`config.mk`:
```
export PLATFORM = sky130hd
export DESIGN_NAME = pio_cycle_timer
export DESIGN_NICKNAME = d
export VERILOG_FILES = /design/src/rtl/pio_timing_pkg.sv /design/src/rtl/pio_timing_datapath.sv /design/src/rtl/pio_timing_ctrl.sv /design/src/rtl/pio_cycle_timer.sv
export SDC_FILE = /design/constraint.sdc
export NUM_CORES = 1
export LEC_CHECK = 0
export BUFFER_PORTS_ARGS = -buffer_cell sky130_fd_sc_hd__buf_2
export CAP_MARGIN = 20
export CORE_MARGIN = 5
export CORE_UTILIZATION = 45
export DETAILED_ROUTE_END_ITERATION = 8
export GPL_TIMING_DRIVEN = 0
export SYNTH_ARGS = -nofsm -noshare
export SYNTH_HDL_FRONTEND = slang
export SYNTH_SLANG_ARGS = --single-unit
```
`constraint.sdc`:
```
create_clock -name clk -period 4.37 [get_ports clk]
set_input_delay 0.437 -clock clk [delete_from_list [all_inputs] [get_ports clk]]
set_output_delay 0.437 -clock clk [all_outputs]
set_load 0.02 [all_outputs]
```
`src/rtl/pio_timing_pkg.sv`:
```
package pio_timing_pkg;

  localparam int CNT_W = 5;

  typedef enum logic [1:0] {
    PH_IDLE,
    PH_SETUP,
    PH_ACTIVE,
    PH_RECOVER
  } phase_t;

  typedef struct packed {
    logic capture;
    logic loadActive;
    logic loadRecover;
    logic countDown;
  } ctlStrobes_t;

  function automatic logic [CNT_W-1:0] decodeSetup(input logic [1:0] code);
    case (code)
      2'b01:   return CNT_W'(2);
      2'b10:   return CNT_W'(3);
      2'b00:   return CNT_W'(4);
      default: return CNT_W'(5);
    endcase
  endfunction

  function automatic logic [CNT_W-1:0] decodeActive(input logic [3:0] nib);
    return (nib == 4'd0) ? CNT_W'(16) : CNT_W'(nib);
  endfunction

  function automatic logic [CNT_W-1:0] decodeRecover(input logic [3:0] nib);
    if (nib == 4'd0) return CNT_W'(16);
    if (nib == 4'd15) return CNT_W'(1);
    return CNT_W'(nib) + CNT_W'(1);
  endfunction

endpackage

```
`src/rtl/pio_timing_datapath.sv`:
```
module pio_timing_datapath
  import pio_timing_pkg::*;
#(
  parameter int ADDR_W = 3,
  parameter int DATA_W = 8
) (
  input  logic              clk,
  input  logic              rstN,
  input  logic              regWe,
  input  logic [ADDR_W-1:0] regAddr,
  input  logic [DATA_W-1:0] regData,
  input  logic              reqChan,
  input  logic              reqDrive,
  input  logic              reqWrite,
  input  ctlStrobes_t       ctl,
  output logic              cntZero,
  output logic              latChan,
  output logic              latDrive,
  output logic              latWrite
);

  localparam int N_SLOT = 4;
  localparam int IDX_W  = $clog2(N_SLOT);

  logic [1:0]        setupCode [N_SLOT];
  logic [DATA_W-1:0] arByte    [N_SLOT];
  logic [CNT_W-1:0]  setupDec  [N_SLOT];
  logic [CNT_W-1:0]  effSetup;
  logic [CNT_W-1:0]  activeLat;
  logic [CNT_W-1:0]  recoverLat;
  logic [CNT_W-1:0]  counter;
  logic [IDX_W-1:0]  wrIdx;
  logic [IDX_W-1:0]  rqIdx;

  assign wrIdx = regAddr[ADDR_W-1:1];
  assign rqIdx = {reqChan, reqDrive};

  // Register file: per-slot setup code and active/recovery byte
  generate
    for (genvar s = 0; s < N_SLOT; s++) begin : gSlot
      always_ff @(posedge clk) begin
        if (!rstN) begin
          setupCode[s] <= 2'b01;
          arByte[s]    <= 8'h3F;
        end else if (regWe && wrIdx == IDX_W'(s)) begin
          if (regAddr[0]) arByte[s] <= regData;
          else            setupCode[s] <= regData[DATA_W-1:DATA_W-2];
        end
      end
      assign setupDec[s] = decodeSetup(setupCode[s]);
    end
  endgenerate

  // Secondary channel: slower of the two drives' setup applies
  always_comb begin
    if (reqChan)
      effSetup = (setupDec[2] > setupDec[3]) ? setupDec[2] : setupDec[3];
    else
      effSetup = setupDec[rqIdx];
  end

  always_ff @(posedge clk) begin
    if (!rstN) begin
      counter    <= '0;
      activeLat  <= CNT_W'(1);
      recoverLat <= CNT_W'(1);
      latChan    <= 1'b0;
      latDrive   <= 1'b0;
      latWrite   <= 1'b0;
    end else if (ctl.capture) begin
      counter    <= effSetup - CNT_W'(1);
      activeLat  <= decodeActive(arByte[rqIdx][7:4]);
      recoverLat <= decodeRecover(arByte[rqIdx][3:0]);
      latChan    <= reqChan;
      latDrive   <= reqDrive;
      latWrite   <= reqWrite;
    end else if (ctl.loadActive) begin
      counter <= activeLat - CNT_W'(1);
    end else if (ctl.loadRecover) begin
      counter <= recoverLat - CNT_W'(1);
    end else if (ctl.countDown) begin
      counter <= counter - CNT_W'(1);
    end
  end

  assign cntZero = (counter == '0);

  assert_active_range_R4: assert property (@(posedge clk) disable iff (!rstN)
    (activeLat >= CNT_W'(1)) && (activeLat <= CNT_W'(16)));

  assert_setup_range_R3: assert property (@(posedge clk) disable iff (!rstN)
    (effSetup >= CNT_W'(2)) && (effSetup <= CNT_W'(5)));

  assert_secondary_max_R6: assert property (@(posedge clk) disable iff (!rstN)
    reqChan |-> (effSetup >= setupDec[2]) && (effSetup >= setupDec[3]));

  assert_one_load_R2: assert property (@(posedge clk) disable iff (!rstN)
    $countones({ctl.capture, ctl.loadActive, ctl.loadRecover, ctl.countDown}) <= 1);

endmodule

```
`src/rtl/pio_timing_ctrl.sv`:
```
module pio_timing_ctrl
  import pio_timing_pkg::*;
(
  input  logic        clk,
  input  logic        rstN,
  input  logic        reqValid,
  input  logic        cntZero,
  output ctlStrobes_t ctl,
  output phase_t      phase,
  output logic        done
);

  phase_t nextPhase;

  always_comb begin
    ctl       = '0;
    nextPhase = phase;
    case (phase)
      PH_IDLE: if (reqValid) begin
        ctl.capture = 1'b1;
        nextPhase   = PH_SETUP;
      end
      PH_SETUP: if (cntZero) begin
        ctl.loadActive = 1'b1;
        nextPhase      = PH_ACTIVE;
      end else ctl.countDown = 1'b1;
      PH_ACTIVE: if (cntZero) begin
        ctl.loadRecover = 1'b1;
        nextPhase       = PH_RECOVER;
      end else ctl.countDown = 1'b1;
      PH_RECOVER: if (cntZero) nextPhase = PH_IDLE;
                  else ctl.countDown = 1'b1;
      default: nextPhase = PH_IDLE;
    endcase
  end

  always_ff @(posedge clk) begin
    if (!rstN) begin
      phase <= PH_IDLE;
      done  <= 1'b0;
    end else begin
      phase <= nextPhase;
      done  <= (phase == PH_RECOVER) && cntZero;
    end
  end

  assert_done_single_R9: assert property (@(posedge clk) disable iff (!rstN)
    done |=> !done);

  assert_done_after_recover_R9: assert property (@(posedge clk) disable iff (!rstN)
    $rose(done) |-> (phase == PH_IDLE) && ($past(phase) == PH_RECOVER));

  assert_phase_order_R2: assert property (@(posedge clk) disable iff (!rstN)
    (phase == PH_ACTIVE) && (nextPhase != PH_ACTIVE) |=> (phase == PH_RECOVER));

endmodule

```
`src/rtl/pio_cycle_timer.sv`:
```
module pio_cycle_timer
  import pio_timing_pkg::*;
(
  input  logic       clk,
  input  logic       rstN,
  input  logic       regWe,
  input  logic [2:0] regAddr,
  input  logic [7:0] regData,
  input  logic       reqValid,
  input  logic       reqChan,
  input  logic       reqDrive,
  input  logic       reqWrite,
  output logic       cycleActive,
  output logic       selChan,
  output logic       selDrive,
  output logic       readStrobe,
  output logic       writeStrobe,
  output logic       done
);

  ctlStrobes_t ctl;
  phase_t      phase;
  logic        cntZero;
  logic        latWrite;

  pio_timing_ctrl uCtrl (
    .clk      (clk),
    .rstN     (rstN),
    .reqValid (reqValid),
    .cntZero  (cntZero),
    .ctl      (ctl),
    .phase    (phase),
    .done     (done)
  );

  pio_timing_datapath #(.ADDR_W(3), .DATA_W(8)) uData (
    .clk      (clk),
    .rstN     (rstN),
    .regWe    (regWe),
    .regAddr  (regAddr),
    .regData  (regData),
    .reqChan  (reqChan),
    .reqDrive (reqDrive),
    .reqWrite (reqWrite),
    .ctl      (ctl),
    .cntZero  (cntZero),
    .latChan  (selChan),
    .latDrive (selDrive),
    .latWrite (latWrite)
  );

  assign cycleActive = (phase != PH_IDLE);
  assign readStrobe  = (phase == PH_ACTIVE) && !latWrite;
  assign writeStrobe = (phase == PH_ACTIVE) && latWrite;

  assert_strobe_exclusive_R2: assert property (@(posedge clk) disable iff (!rstN)
    !(readStrobe && writeStrobe));

  assert_busy_holds_sel_R9: assert property (@(posedge clk) disable iff (!rstN)
    cycleActive && $past(cycleActive) |-> $stable(selChan) && $stable(selDrive));

  assert_strobe_in_window_R2: assert property (@(posedge clk) disable iff (!rstN)
    (readStrobe || writeStrobe) |-> cycleActive && !done);

endmodule

```
* Yosys cells after proc, flatten, opt, wreduce, memory -nomap -nowiden
Memory sizes are Yosys's and may differ from the RTL's. Cells that the tools add are included.
Storage, ports and cells: register bits after elaboration 21, RAM bits 40, input port bits 18, output and inout bits 6, logic and storage cells 138, memories kept 2
Memories:
- uData.arByte | depth 4, bits a word 8, rd ports 1, clocked after Yosys merged registers in 0, write ports 4, RTL line pio_timing_datapath.sv:26 | logic [DATA_W-1:0] arByte [N_SLOT];
- uData.setupCode | depth 4, bits a word 2, rd ports 4, clocked after Yosys merged registers in 0, write ports 4, RTL line pio_timing_datapath.sv:25 | logic [1:0] setupCode [N_SLOT];
Operators by class: $add $sub $neg 5, magnitude comparators 2, equality and inequality tests 19, multiplexer cells 72, bitwise operators 9, reduce and logical (&&, ||, !) cells 21
Operator list (count):
- two-way mux 5 bit | 12
- two-way mux 1 bit | 41
- case mux 3 bit (3 select lines) | 4
- two-way mux 8 bit | 4
- subtractor 5 x 1 -> 5 bit (second input constant) | 4
- == test 2 bit (second input constant) | 8
- two-way mux 2 bit | 8
- == test 2 x 1 -> 1 bit (second input constant) | 6
- logical NOT 2 bit | 6
- binary-select mux 5 bit (select 2 bit) | 1
- logical NOT 4 bit | 2
- bitwise OR 1 bit | 8
- case mux 2 bit (4 select lines) | 1
- logical AND 1 bit | 7
- != test 2 x 1 -> 1 bit (second input constant) | 3
- adder 4 x 1 -> 5 bit (second input constant) | 1
- logical NOT 5 bit | 1
- == test 4 bit (second input constant) | 1
- AND reduction 4 bit | 1
- nonzero test 4 bit | 1
- greater-or-equal comparator 3 bit (second input constant) | 1
- greater-than comparator 3 bit | 1
- two-way mux 3 bit | 1
- NOT 2 -> 3 bit | 1
- 4 further kinds | 4

* Logic depth before layout (Yosys ltp)
Gate-level depths: netlist of run 1. An unclocked memory read counts as a cell.
word-level depth 10, depth in mapped cells 12, gate-level depth less buffers 12

* Cells and area by module
From an unflattened synthesis of run 1, not the netlist that was laid out.
Second synthesis, totals: cell total of the unflattened synthesis 291, area, all modules 3239.4 µm²
By module, submodules not included:
- pio_timing_datapath | times used 1, cells each 264, area each 2986.6 µm², sequential area each 1561.5 µm²
- pio_timing_ctrl | times used 1, cells each 24, area each 225.2 µm², sequential area each 60.1 µm²
- pio_cycle_timer | times used 1, cells each 3, area each 27.5 µm², sequential area each 0.0 µm²

* Worst setup path after synthesis of run 1
Ideal clock, no wire load.
kind flip-flop to flip-flop, start point mem uData.setupCode[3][1], in the netlist uData.setupCode[1][3], end point reg uData.counter[2], library setup time 0.070 ns, arrival time 2.477 ns, data required time 4.300 ns, setup slack 1.822 ns, stages on the path, launching flop included 12, path buffers 0, clock period less this slack 2.548 ns, cells stage by stage edfxtp_1 -> ha_1 -> or2_2 -> ha_1 -> nand3_1 -> a21boi_0 -> mux2i_1 -> o2bb2ai_1 -> ha_1 -> nor3_1 -> or3b_1 -> a21oi_1
RTL lines:
- start, declared | RTL line pio_timing_datapath.sv:25
- end signal, assigned | RTL line pio_timing_datapath.sv:71 | counter <= effSetup - CNT_W'(1);
- end signal, assigned | RTL line pio_timing_datapath.sv:78 | counter <= activeLat - CNT_W'(1);
- end signal, assigned | RTL line pio_timing_datapath.sv:80 | counter <= recoverLat - CNT_W'(1);
- end, declared | RTL line pio_timing_datapath.sv:31 | logic [CNT_W-1:0] counter;

==> results of run 1 <==
stage by stage:
step	hold WS (ns)	instances	utilization	cell area [um2]	setup WS (ns)
floorplan	0.429	301	-	3190	1.82
global placement	0.443	418	0.499	3410	1.61
finish	0.338	438	0.530	3620	1.57
CTS	0.322	438	0.530	3620	1.56
detailed placement	0.447	422	0.503	3440	1.57
global route	0.353	438	0.530	3620	1.36
cells in the mapped netlist, types with 3 or more instances:
cell type and instances:
nand4_1 3, and2_1 10, nor2_1 18, edfxtp_1 40
ha_1 18, or3_1 24, nand3_1 6, nor3_1 8
o21ai_0 16, a21oi_1 19, clkbuf_1 9, inv_1 17
dfxtp_1 21, mux4_2 8, a31oi_1 3, nor3b_1 5
nor2b_1 3, nand2_1 33
kinds of logic (layout without fill, tap and decap cells):
logic type	after synthesis	count (layout)
buf+inv	30	71
simple gates	123	123
compound gates	56	56
flops	61	61
fa+ha+maj	18	18
xor+xnor	2	2
mux	11	11
power by group:
part           switching, mW  total, mW  internal (mW)
combinational          0.335      0.572          0.236
sequential            0.0525      0.744          0.691
clock                  0.220      0.480          0.260
total                  0.608       1.80           1.19
worst max-delay path, stage by stage (launching register included):
cell	delay, ns
edfxtp_1	0.41
ha_1	0.35
inv_1	0.08
ha_1	0.30
a21oi_1	0.23
a21boi_0	0.14
mux2i_1	0.14
o2bb2ai_1	0.28
ha_1	0.25
nor3_1	0.06
or3b_1	0.35
a21oi_1	0.13
registers in the layout (all words and copies together) (netlist names):
register and flops:
uData.arByte 32, uData.setupCode 8, uData.activeLat 5, uData.counter 5
uData.recoverLat 5, uCtrl.phase 2, uCtrl.done 1, uData.latChan 1
uData.latDrive 1, uData.latWrite 1
final timing paths:
path	endpoint	cells past startpoint	slack, ns	from
max	uData.counter[2]$_SDFFE_PN0P_	11	1.57	uData.setupCode[1][3]$_SDFFCE_PN0P_
min	uData.latWrite$_SDFFE_PN0P_	3	0.34	reqWrite
max reg2reg	uData.counter[2]$_SDFFE_PN0P_	11	1.57	uData.setupCode[1][3]$_SDFFCE_PN0P_
min reg2reg	uData.latDrive$_SDFFE_PN0P_	2	0.45	uData.latDrive$_SDFFE_PN0P_
area by class of cell:
| class | count | area (um2) |
|---|---|---|
| fill | 681 | 3210 |
| sequential | 61 | 1620 |
| multi-input combinational | 210 | 1440 |
| timing repair buffer | 25 | 133 |
| clock buffer | 11 | 131 |
| tap | 96 | 120 |
| inverter | 17 | 63.8 |
| buffer | 13 | 58.8 |
| clock inverter | 5 | 51.3 |
layer usage:
metal  vias up  share of wire  track usage
met4         0          0.031       0.0890
met2        32           0.49        0.283
met1      1090           0.45        0.195
li1       1175              -            -
met5         -              0            0
met3        20          0.028       0.0337
==> results.toml, run 1 <==
[logic_synthesis]
avgSynthCellArea_um2 = 10.6
synthCells = 301
syn-cell-area_um2 = 3190
synth_top_family_by_area = "simple AND/OR/NAND/NOR gates"
yosys.area.top_type_share = 0.377
synth_nets = 337
synth_edf_count = 40
synthArstFlopShare = 0
synth_compound_area_frac = 0.106
synth_simple_gate_area_share = 0.204
synthXorXnorAreaFrac = 0.00550
synthFlopType = "edfxtp_1"
yosys.area.top_type = "edfxtp_1"
ys_warn_count = 0
synth_top_cells_by_area = "edfxtp_1 38%, dfxtp_1 13%, ha_1 7.1%, mux4_2 5.7%, or3_1 4.7%"
ys_seq_area_frac = 0.509
synth-seq-cells = 61
synth_cell_types = 48
synth_fa_ha_area_frac = 0.0707
synthMuxAreaShare = 0.0664

[detailed_routing]
ant_nets = 0
vias_per_cell = 5.29
first_iter_violations = 91
vias = 2317
first_pass_iters = 4
wirelength_um = 6750
drc = 0
wl_per_cell_um = 15.4

[placement]
port_buffers = 21
gp_congestion = 0.849
hpwl_um = 4950

[sta]
fin_worst_skew_ns = 0.00783
fin_crit_sh = 0.642
tightest_slew_ns = 0.751
hold_viol = 0
setup_viol = 0
slew_viol_final = 0
period_needed_ns = 2.80
fmax_mhz = 357
slew_headroom = 0.494
tns_ns = 0
rsz0062_at_grt = "no"

[global_routing]
grt_max_degree = 11
grt_pass1_wl_um = 11000
grt_util_all_layers = 0.166
grt_overflow = 0
antenna_found_initial = 0
grt_pass1_vias = 2259

[critical_path]
crit_type = "register to register"
critPathArrivalTime_ns = 3.07
end_kind = "register"
cp_data_required_time_ns = 4.64
startpoint_type = "register"
crit_fanout = 4

[floorplanning]
core_um2 = 6830
die_x_um = 94.2
die-area_um2 = 8870
std_cell_rows = 30
start_util = 0.466
ioPinCount = 24
die_y_um = 94.2

[final_layout]
num_antenna_cells = 0
drive_above_1_share = 0.152
final_common_cell = "edfxtp_1"
syn2layout_area_growth_pct = 13.7
nets = 373
final_cell_mix = "40 x edfxtp_1, 33 x nand2_1, 24 x buf_2, 24 x or3_1, 21 x dfxtp_1"

[flow_run]
maxCapViolCount = 0

[pwr]
total_power_mw = 1.80
p_leak_nw = 1.37
powerDensity_nw_per_um2 = 496
ir_drop_v = 0.000179

[clocking]
cts_resized = 0
insertion_delay_ns = 0.33
cts-hold-fix-buffers = 0
numCtsBuffers = 9
clkTransAtPathRegs_ns = 0.07
post-cts-setup-buffers = 0
cts_tree = "done"
cts_htree_levels = 3
cts_root_buffer = "clkbuf_8"
clockBufferDepth = 2
cts.sinks = 61

[run_status]
outcome = "complete, no violations"

[worst_hold_path]
hp-class = "primary input to register"
(Power assumes the default switching activity.)
==> run 2, diff against run 1 <==
--- a/config.mk
+++ b/config.mk
@@ -5,6 +5,7 @@
 export SDC_FILE = /design/constraint.sdc
 export NUM_CORES = 1
 export LEC_CHECK = 0
+export ABC_AREA = 1
 export BUFFER_PORTS_ARGS = -buffer_cell sky130_fd_sc_hd__buf_2
 export CAP_MARGIN = 20
 export CORE_MARGIN = 5
==> constraint.sdc (replaced) <==
create_clock -name clk -period 2.4 [get_ports clk]
set_input_delay 0.24 -clock clk [delete_from_list [all_inputs] [get_ports clk]]
set_output_delay 0.24 -clock clk [all_outputs]
set_load 0.02 [all_outputs]
==> results.toml, run 2 <==
[final_layout]
multiInputGateArea_um2 = 1540
reg.largest.list = "uData.arByte x32, uData.setupCode x8"
drive_above_1_share = 0.205
final_core_util = 0.543
syn2layout_area_growth_pct = 18.4
final_common_cell = "nand2_1"
nets = 465
top_register = "uData.arByte"
fill_cells = 718
num_antenna_cells = 0
largest_reg_flops = 32
regArea_um2 = 1620
final_cell_mix = "94 x nand2_1, 47 x inv_1, 40 x edfxtp_1, 39 x nor2_1, 26 x buf_2"
design_area_um2 = 3920

[clocking]
clockBufferDepth = 2
cts.sinks = 61
cts-hold-fix-buffers = 0
clkTransAtPathRegs_ns = 0.07
insertion_delay_ns = 0.34
cts_root_buffer = "clkbuf_8"
numCtsBuffers = 9
cts_htree_levels = 3
cts_tree = "done"

[critical_path]
r2r_cells = 17
critPathArrivalTime_ns = 2.59
r2r_end = "uData.counter[4]$_SDFFE_PN0P_"
cp_data_required_time_ns = 2.64
crit_fanout = 4
end_kind = "register"
crit_type = "register to register"
startpoint_type = "register"
ff2ff_setup_slack_ns = 0.04
rr_startpoint = "uData.setupCode[1][3]$_SDFFCE_PN0P_"

[sta]
tightest_slew_ns = 0.621
fin_crit_sh = 0.981
setup_slack_ns = 0.0444
setup_viol = 0
rsz0062_at_grt = "yes"
hold_viol = 0
fin_worst_skew_ns = 0.00817
slew_viol_final = 0
fmax_mhz = 425
period_needed_ns = 2.36
slew_headroom = 0.584

[global_routing]
grt_max_degree = 13
antenna_found_initial = 0
grt_util_all_layers = 0.170
grt_overflow = 0
grt_pass1_vias = 2523
grt_pass1_wl_um = 11600

[detailed_routing]
vias_per_cell = 4.99
wirelength_um = 7350
wl_per_cell_um = 13.8
first_iter_violations = 123
vias = 2661
ant_nets = 0
drc = 0
first_pass_iters = 4

[logic_synthesis]
synth_common_cells = "99 x nand2_1, 51 x inv_1, 40 x edfxtp_1, 40 x nor2_1, 25 x nand3_1"
yosys.area.top_type = "edfxtp_1"
avgSynthCellArea_um2 = 8.46
synth_edf_count = 40
ys_warn_count = 0
synth_top_cells_by_area = "edfxtp_1 36%, dfxtp_1 13%, nand2_1 11%, ha_1 6.8%, inv_1 5.8%"
syn-cell-area_um2 = 3310
synthMostInstantiatedCell = "nand2_1"
synth_nets = 427
synth-seq-cells = 61
synth_cell_types = 37
synthCells = 391
synthFlopType = "edfxtp_1"
yosys.area.top_type_share = 0.363
synthArstFlopShare = 0
ys_seq_area_frac = 0.490

[floorplanning]
std_cell_rows = 31
start_util = 0.459
core_um2 = 7210
die_x_um = 95.8
die-area_um2 = 9170
ioPinCount = 24
die_y_um = 95.8

[worst_hold_path]
holdCritStartpoint = "reqWrite"
hold_depth = 3
hold_end = "uData.latWrite$_SDFFE_PN0P_"
hp-class = "primary input to register"

[placement]
pre_cts_ws_ns = -0.0934
port_buffers = 22
hpwl_um = 5240
dpl_cell_area_um2 = 3540
gp_congestion = 0.819

[pwr]
powerDensity_nw_per_um2 = 940
ir_drop_v = 0.000372
p_leak_nw = 1.71

[run_status]
outcome = "complete, no violations"

[flow_run]
maxCapViolCount = 0
## run 2: cell count changes in the layout (fill, tap and decap cells not counted), sizes merged, moves of 3 or more
cell,change
clkbuf,-8
buf,+5
nand2,+70
nor3b,-5
or3,-24
nand4,+3
nor2b,-3
mux4,-8
nand3,+22
and2,-9
nor2,+27
inv,+40
a32o,+3
## run 2: metrics by stage
step / total power [mW] / instances / TNS [ns] / hold slack, ns
6_report: 3.69 / 533 / 0 / 0.167
5_1_grt: 3.93 / 533 / -0.0573 / 0.168
4_1_cts: 3.57 / 528 / 0 / 0.156
3_5_place_dp: 2.50 / 512 / -0.108 / 0.458
3_3_place_gp: 2.47 / 512 / -0.00547 / 0.458
2_1_floorplan: 2.24 / 391 / 0 / 0.378
## run 2: logic make-up (layout without fill, tap and decap cells)
family	after synthesis	in the layout	synth area share
and+or+nand+nor	193	193	0.263
buffers and inverters	67	110	0.0809
DFF	61	61	0.490
AOI/OAI and AO/OA	51	51	0.0953
adders and majority gates	18	18	0.0681
xor gates and xnor gates	1	1	0.00265
## run 2: routing by layer
metal	share of wire	track usage	vias up
met5	0	0	-
met2	0.51	0.303	40
met4	0.016	0.0664	0
met1	0.44	0.194	1247
li1	-	-	1362
met3	0.033	0.0422	12
## run 2: layout make-up
| class | instances | area share |
|---|---|---|
| Inverter | 57 | 0.0546 |
| Buffer | 10 | 0.0137 |
| Sequential cell | 61 | 0.414 |
| Tap cell | 99 | 0.0316 |
| Clock buffer | 9 | 0.0316 |
| Multi-Input combinational cell | 263 | 0.392 |
| Timing Repair Buffer | 27 | 0.0377 |
| Clock inverter | 7 | 0.0252 |
## run 2: timing repair
item	CTS	global route
pin swaps	4	10
hold endpoints to repair	0	0
gates resized for setup	10	13
endpoints found under the setup margin	2	2
buffers inserted	0	5
## run 2: critical path, stage by stage (launching register included)
cell	delay, ns
edfxtp_1	0.44
ha_4	0.27
buf_4	0.14
ha_4	0.28
nand3_4	0.07
nand2_4	0.10
nand2_4	0.05
nand2_2	0.05
nand3_1	0.06
nand2_1	0.06
nand2_1	0.05
inv_2	0.07
ha_4	0.15
nand2_2	0.06
o21bai_1	0.17
nand3_1	0.13
nand2_1	0.07
inv_1	0.03
## run 2: worst max path at each step
stage / slack (ns) / from / cells past startpoint / endpoint
6_report: 0.04 / uData.setupCode[1][3]$_SDFFCE_PN0P_ / 17 / uData.counter[4]$_SDFFE_PN0P_
3_5_place_dp: -0.09 / uData.setupCode[1][3]$_SDFFCE_PN0P_ / 16 / uData.counter[4]$_SDFFE_PN0P_
4_1_cts: 0.02 / uData.setupCode[1][3]$_SDFFCE_PN0P_ / 16 / uData.counter[4]$_SDFFE_PN0P_
5_1_grt: -0.06 / uData.setupCode[1][3]$_SDFFCE_PN0P_ / 17 / uData.counter[4]$_SDFFE_PN0P_
3_3_place_gp: -0.005 / uData.setupCode[1][3]$_SDFFCE_PN0P_ / 16 / uData.counter[4]$_SDFFE_PN0P_
2_1_floorplan: 0.17 / uData.setupCode[1][3]$_SDFFCE_PN0P_ / 16 / uData.counter[4]$_SDFFE_PN0P_
## run 2: power by group
group	switching, mW	leakage, nW	internal (mW)	total (mW)
clock network	0.442	0.110	0.590	1.03
registers	0.0762	0.568	1.26	1.34
logic	0.815	1.03	0.504	1.32
